==> config.mk <==
export PLATFORM = sky130hd
export DESIGN_NAME = deadTimeInserter
export DESIGN_NICKNAME = d
export VERILOG_FILES = /design/src/rtl/deadTimePkg.sv /design/src/rtl/dtPath.sv /design/src/rtl/dtCtrl.sv /design/src/rtl/deadTimeInserter.sv
export SDC_FILE = /design/constraint.sdc
export NUM_CORES = 1
export LEC_CHECK = 0
export CAP_MARGIN = 40
export CELL_PAD_IN_SITES_DETAIL_PLACEMENT = 0
export CELL_PAD_IN_SITES_GLOBAL_PLACEMENT = 1
export CORE_MARGIN = 2
export CORE_UTILIZATION = 30
export CTS_BUF_LIST = sky130_fd_sc_hd__clkbuf_8 sky130_fd_sc_hd__clkbuf_16
export DETAILED_ROUTE_END_ITERATION = 10
export PLACE_DENSITY_LB_ADDON = 0.1
export RECOVER_POWER = 50
export SLEW_MARGIN = 20
export SYNTH_ARGS = -nofsm -noshare
export SYNTH_HDL_FRONTEND = slang
export SYNTH_HIERARCHICAL = 1
export SYNTH_SLANG_ARGS = --single-unit
==> constraint.sdc <==
create_clock -name clk -period 3.4 [get_ports clk]
set_clock_uncertainty 0.15 [all_clocks]
set_input_delay 0.68 -clock clk [delete_from_list [all_inputs] [get_ports clk]]
set_output_delay 0.68 -clock clk [all_outputs]
set_load 0.05 [all_outputs]
==> src/rtl/deadTimePkg.sv <==
package deadTimePkg;
  // Strobes from a channel's control to its counter datapath
  typedef struct packed {
    logic load;   // start a new dead-time window
    logic clear;  // abandon any pending window
  } dtStrobeT;
endpackage

==> src/rtl/dtPath.sv <==
module dtPath
  import deadTimePkg::*;
#(
  parameter int DT_W  = 6,
  parameter int PRE_W = 2
) (
  input  logic             clk,
  input  logic             rstN,
  input  dtStrobeT         strobe,
  input  logic [DT_W-1:0]  loadVal,
  input  logic [PRE_W-1:0] loadPre,
  output logic             expire
);
  localparam int LIM_W = (1 << PRE_W) - 1;

  logic [DT_W-1:0]  cntQ;
  logic [LIM_W-1:0] preCntQ;
  logic [LIM_W-1:0] preLimQ;
  logic [LIM_W-1:0] limNext;
  logic             tick;

  // Tick period of 2**code clocks: limit is a run of ones
  always_comb limNext = {LIM_W{1'b1}} >> (LIM_W - int'(loadPre));
  always_comb tick    = (preCntQ == preLimQ);
  always_comb expire  = (cntQ == DT_W'(1)) && tick;

  always_ff @(posedge clk) begin
    if (!rstN) begin
      cntQ    <= '0;
      preCntQ <= '0;
      preLimQ <= '0;
    end else if (strobe.clear) begin
      cntQ    <= '0;
      preCntQ <= '0;
    end else if (strobe.load) begin
      cntQ    <= loadVal;
      preCntQ <= '0;
      preLimQ <= limNext;
    end else if (cntQ != '0) begin
      if (tick) begin
        preCntQ <= '0;
        cntQ    <= cntQ - DT_W'(1);
      end else begin
        preCntQ <= preCntQ + LIM_W'(1);
      end
    end
  end

  // a load captures the offered count
  p_load_capture_r10: assert property (@(posedge clk) disable iff (!rstN)
    strobe.load && !strobe.clear |=> cntQ == $past(loadVal));

  // the count only moves on a prescaler tick
  p_count_hold_r6: assert property (@(posedge clk) disable iff (!rstN)
    (cntQ != '0) && !strobe.load && !strobe.clear && !tick |=> cntQ == $past(cntQ));

  // the prescaler never runs past its limit
  p_pre_bound_r6: assert property (@(posedge clk) disable iff (!rstN)
    preCntQ <= preLimQ);
endmodule

==> src/rtl/dtCtrl.sv <==
module dtCtrl
  import deadTimePkg::*;
#(
  parameter int DT_W  = 6,
  parameter int PRE_W = 2
) (
  input  logic             clk,
  input  logic             rstN,
  input  logic             raw,
  input  logic             comp,
  input  logic             indepLow,
  input  logic             selActB,
  input  logic             selInactB,
  input  logic [DT_W-1:0]  valA,
  input  logic [PRE_W-1:0] preA,
  input  logic [DT_W-1:0]  valB,
  input  logic [PRE_W-1:0] preB,
  input  logic             expire,
  output dtStrobeT         strobe,
  output logic [DT_W-1:0]  loadVal,
  output logic [PRE_W-1:0] loadPre,
  output logic             pinH,
  output logic             pinL
);
  logic lastRawQ;
  logic pendQ;
  logic rawEdge;
  logic useB;
  logic zeroVal;

  always_comb begin
    rawEdge      = raw ^ lastRawQ;
    useB         = raw ? selActB : selInactB;
    loadVal      = useB ? valB : valA;
    loadPre      = useB ? preB : preA;
    zeroVal      = (loadVal == '0);
    strobe.load  = comp && rawEdge && !zeroVal;
    strobe.clear = !comp || (rawEdge && zeroVal);
  end

  always_ff @(posedge clk) begin
    if (!rstN) begin
      lastRawQ <= 1'b0;
      pendQ    <= 1'b0;
      pinH     <= 1'b0;
      pinL     <= 1'b0;
    end else begin
      lastRawQ <= raw;
      if (!comp) begin
        pendQ <= 1'b0;
        pinH  <= raw;
        pinL  <= indepLow;
      end else if (rawEdge) begin
        pendQ <= !zeroVal;
        pinH  <= zeroVal & raw;
        pinL  <= zeroVal & ~raw;
      end else if (pendQ) begin
        if (expire) begin
          pendQ <= 1'b0;
          pinH  <= raw;
          pinL  <= ~raw;
        end
      end else begin
        pinH <= raw;
        pinL <= ~raw;
      end
    end
  end

  // never both on in complementary mode
  p_no_overlap_r2: assert property (@(posedge clk) disable iff (!rstN)
    comp |=> !(pinH && pinL));

  // a nonzero edge blanks both pins
  p_edge_blank_r3: assert property (@(posedge clk) disable iff (!rstN)
    comp && rawEdge && !zeroVal |=> !pinH && !pinL);

  // zero count gives an immediate complement
  p_zero_comp_r7: assert property (@(posedge clk) disable iff (!rstN)
    comp && rawEdge && zeroVal |=> (pinH == $past(raw)) && (pinL == !$past(raw)));

  // independent pass-through
  p_indep_follow_r9: assert property (@(posedge clk) disable iff (!rstN)
    !comp |=> (pinH == $past(raw)) && (pinL == $past(indepLow)));
endmodule

==> src/rtl/deadTimeInserter.sv <==
module deadTimeInserter
  import deadTimePkg::*;
#(
  parameter int NUM_PAIRS = 4,
  parameter int DT_W      = 6,
  parameter int PRE_W     = 2
) (
  input  logic                 clk,
  input  logic                 rstN,
  input  logic [NUM_PAIRS-1:0] raw,
  input  logic [NUM_PAIRS-1:0] comp,
  input  logic [NUM_PAIRS-1:0] indepLow,
  input  logic [NUM_PAIRS-1:0] selActB,
  input  logic [NUM_PAIRS-1:0] selInactB,
  input  logic [DT_W-1:0]      valA,
  input  logic [PRE_W-1:0]     preA,
  input  logic [DT_W-1:0]      valB,
  input  logic [PRE_W-1:0]     preB,
  output logic [NUM_PAIRS-1:0] pinHigh,
  output logic [NUM_PAIRS-1:0] pinLow
);
  for (genvar g = 0; g < NUM_PAIRS; g++) begin : g_pair
    dtStrobeT         strobe;
    logic [DT_W-1:0]  loadVal;
    logic [PRE_W-1:0] loadPre;
    logic             expire;

    dtCtrl #(.DT_W(DT_W), .PRE_W(PRE_W)) u_ctrl (
      .clk(clk), .rstN(rstN), .raw(raw[g]), .comp(comp[g]),
      .indepLow(indepLow[g]), .selActB(selActB[g]), .selInactB(selInactB[g]),
      .valA(valA), .preA(preA), .valB(valB), .preB(preB),
      .expire(expire), .strobe(strobe), .loadVal(loadVal), .loadPre(loadPre),
      .pinH(pinHigh[g]), .pinL(pinLow[g])
    );

    dtPath #(.DT_W(DT_W), .PRE_W(PRE_W)) u_path (
      .clk(clk), .rstN(rstN), .strobe(strobe),
      .loadVal(loadVal), .loadPre(loadPre), .expire(expire)
    );
  end
endmodule

==> results.md <==
- Cell Area, Synth: between 4000 and 5000 um2
- Sequential area share after synthesis: 27.9%
- Cell taking the most area after synthesis: dfxtp_1
- WL per Instance: 16.7 um
- Switch share: ~33%
- Warnings from Yosys: 6
- H-tree levels: 3
- Main synth FF type: dfxtp_1
- Worst-path maximum fanout: 8
- Fin Setup TNS: 0 ps
- First-pass GRT wire length: 21.6 mm
- Crit-path slowest cell: dlygate4sd3_1
- Reg clk slew, reported paths: 60 ps
- Max-slew violation count: 0
- Fin. Hold Viols: 0
- Global-route usage over all layers: 16.8%
- Critical path class: primary input to flop
- CP required: 3540 ps
- HP Class: flop to flop
- Post-CTS Resized: 0
- Die ar.: 16,300 um2
- Final setup violation count: 0
- Vias in the first global route: 4,242
- Synth area leaders: dfxtp_1 28%, mux2_2 7.8%, ha_1 4.4%, mux2i_1 4.4%, nand2_1 3.9%
- GP Congestion: 0.770
- Leak: approximately 2.1 nW
- Period minus WS final: 3120 ps
- Core Region: 15,100 um2
- EDFF count, synth: 0
- Flops & latches, synth: 64
- I/O pins: 46
- Clock tree sinks: 64
- Via Count: 4,303
- Period utilisation layout: 91.7%
- Final ANT Viol Nets: 0
- Measured slew at the worst slew-check pin: 616 ps
- Bufs on Longest Clock Path: 2
- Post-synthesis async set-or-reset flop share: 0%
- Post-Syn Area per Cell: 8.45 um2
- Crit path DAT: 3250 ps
- DRC viols: 0
- Combinational Power Share: between 30% and 40%
- Sequential share of power: 33.1%
- Critical path cell sequence: dlygate4sd3_1, or4_1, nor3_1, a21oi_1, and3_1, or2_2, nor3b_1, a32o_1
- Post-CTS setup buffers: 0
- CTS buffer count: 9
- CTS tree: done
- Pin count of the biggest net entering global routing: 13
- # nets final: ~660
- DRT iter0 DRCs: 227
- Site row count: 45
- IO buf count: 45
- Chip Width: 128 um
- Crit end category: flop
- Max rail drop VDD: 0.229 mV
- Startpoint Class: primary input
- Clock Power Share: 34.9%
- Pwr dens: 473 nW/um2
- Yosys top cell area share: 27.9%
- Headroom to the max-slew limit: 58.8%
- Fmax: 0.321 GHz
- Latest clock arrival within the worst-skew pair: ~340 ps
- Crit path largest cell delay: 680 ps
- Total gr overflow: 0
- P_sw: 0.895 mW
- DRT Wirelength: 13.4 mm
- Fraction of layout cells with a size suffix above 1: 17.9%
- Vias/cell: 5.37
- CTS root buf: clkbuf_16
- CTS Hold Bufs: 0
- Int Power: 1.78 mW
- RSZ-0062 raised after global routing: false
- # diodes: 0
- Initial Utilization: 30.5%
- Drt pass-1 iters: 4
- Final HPWL from detailed placement: 10.0 mm
- Fillers: 1,591
- Area grow syn2layout: 23.0%
- Initial antenna violation count: 0
- Syn_nets: 598
- Max-Cap Viols: 0
- R2R Setup Slk: 1080 ps
- Post-Synthesis Cells: 544
- Synth cell types: between 40 and 50
- Die height: 128 um
- Pwr Total: 2.68 mW
- Outcome: completed
[through the flow]
stage          hold WS, ps  worst slack, ps  area [um2]  util [%]  instances
2_1_floorplan          312              756        4600         -        544
3_3_place_gp           329             78.1        5400      35.8        786
3_5_place_dp           333             2.73        5400      35.8        786
4_1_cts                341              366        5700      37.8        802
5_1_grt                366              158        5660      37.5        802
6_report               337              283        5660      37.5        802
[sequential cells by signal, indices dropped and copies added, names as in the netlist]
| register | cells |
|---|---|
| g_pair.u_path/cntQ | 24 |
| g_pair.u_ctrl/pendQ | 4 |
| g_pair.u_ctrl/lastRawQ | 4 |
| g_pair.u_ctrl/pinL | 4 |
| g_pair.u_path/preCntQ | 12 |
| g_pair.u_ctrl/pinH | 4 |
| g_pair.u_path/preLimQ | 12 |
[logic make-up (layout without fill, tap and decap cells)]
kind of cell	count (synthesis)	count (layout)	synth area share, %
simple gates	252	252	31.7
compound gates	108	108	16.5
flops	64	64	27.9
mux	52	52	12.2
buf+inv	32	102	3.59
xor+xnor	20	20	3.81
fa+ha+maj	16	16	4.35
[cell type report]
| class | instances | area (um2) | share of cell area [%] |
|---|---|---|---|
| clock buffer | 10 | 239 | 4.22 |
| clock inverter | 6 | 60.1 | 1.06 |
| inverter | 8 | 30.0 | 0.531 |
| multi-input combinational | 448 | 3140 | 55.4 |
| sequential | 64 | 1280 | 22.6 |
| tap | 188 | 235 | 4.16 |
| timing repair buffer | 78 | 676 | 11.9 |
[critical path: cells and delay by family]
family                 cells  cell delay, ps
buffers and inverters      1             680
and+or+nand+nor            5            1640
AOI/OAI and AO/OA          2             250
[synth_stat cells (all sizes together), types with 8 or more instances]
master,count
mux2i,20
nor3b,8
dfxtp,64
xnor2,16
o21ai,20
o31ai,8
inv,8
nand2b,16
clkbuf,8
nor3,24
nor2,32
nor4,12
a21oi,32
and3,16
nand4,16
nor2b,8
nand2,52
mux2,32
a21boi,12
and2,12
nand3b,8
nand3,24
or4,8
buf,16
ha,16
[placed cells by master (no fill, tap or decap), types with 16 or more instances in the layout]
cell type / synthesis / layout
a21oi_1: 32 / 32
buf_4: 0 / 27
clkdlybuf4s50_1: 0 / 35
dfxtp_1: 64 / 64
ha_1: 16 / 16
mux2_2: 32 / 32
mux2i_1: 20 / 20
nand2_1: 48 / 48
nand2b_1: 16 / 16
nand3_1: 24 / 24
nand4_1: 16 / 16
nor2_1: 32 / 32
nor3_1: 24 / 24
o21ai_0: 20 / 20
xnor2_1: 16 / 16
[power groups by stage]
| stage | combinational (mW) | clock [mW] | sequential, mW |
|---|---|---|---|
| floorplan | 0.613 | 0 | 0.897 |
| global placement | 0.858 | 0 | 0.901 |
| detailed placement | 0.860 | 0 | 0.900 |
| CTS | 0.866 | 0.969 | 0.885 |
| global route | 0.950 | 1.00 | 0.895 |
| finish | 0.859 | 0.934 | 0.886 |
[metal layers]
metal | vias to the layer above | global-route usage (%) | wire length, um
met5 | - | 0 | 0
met4 | 0 | 4.46 | 125
met3 | 8 | 3.84 | 565
met2 | 89 | 27.6 | 6150
met1 | 2054 | 22.3 | 6520
li1 | 2152 | - | -
[final timing paths]
kind / to / cells past startpoint / startpoint
worst max-delay path: g_pair[3].u_path/preCntQ[2] / 8 / valA[1]
worst max register to register: g_pair[2].u_ctrl/pinL / 7 / g_pair[2].u_path/preLimQ[2]
worst min register to register: g_pair[1].u_path/preCntQ[1] / 2 / g_pair[1].u_path/preCntQ[1]
worst min-delay path: g_pair[1].u_path/preCntQ[1] / 2 / g_pair[1].u_path/preCntQ[1]
(Power assumes the default switching activity.)
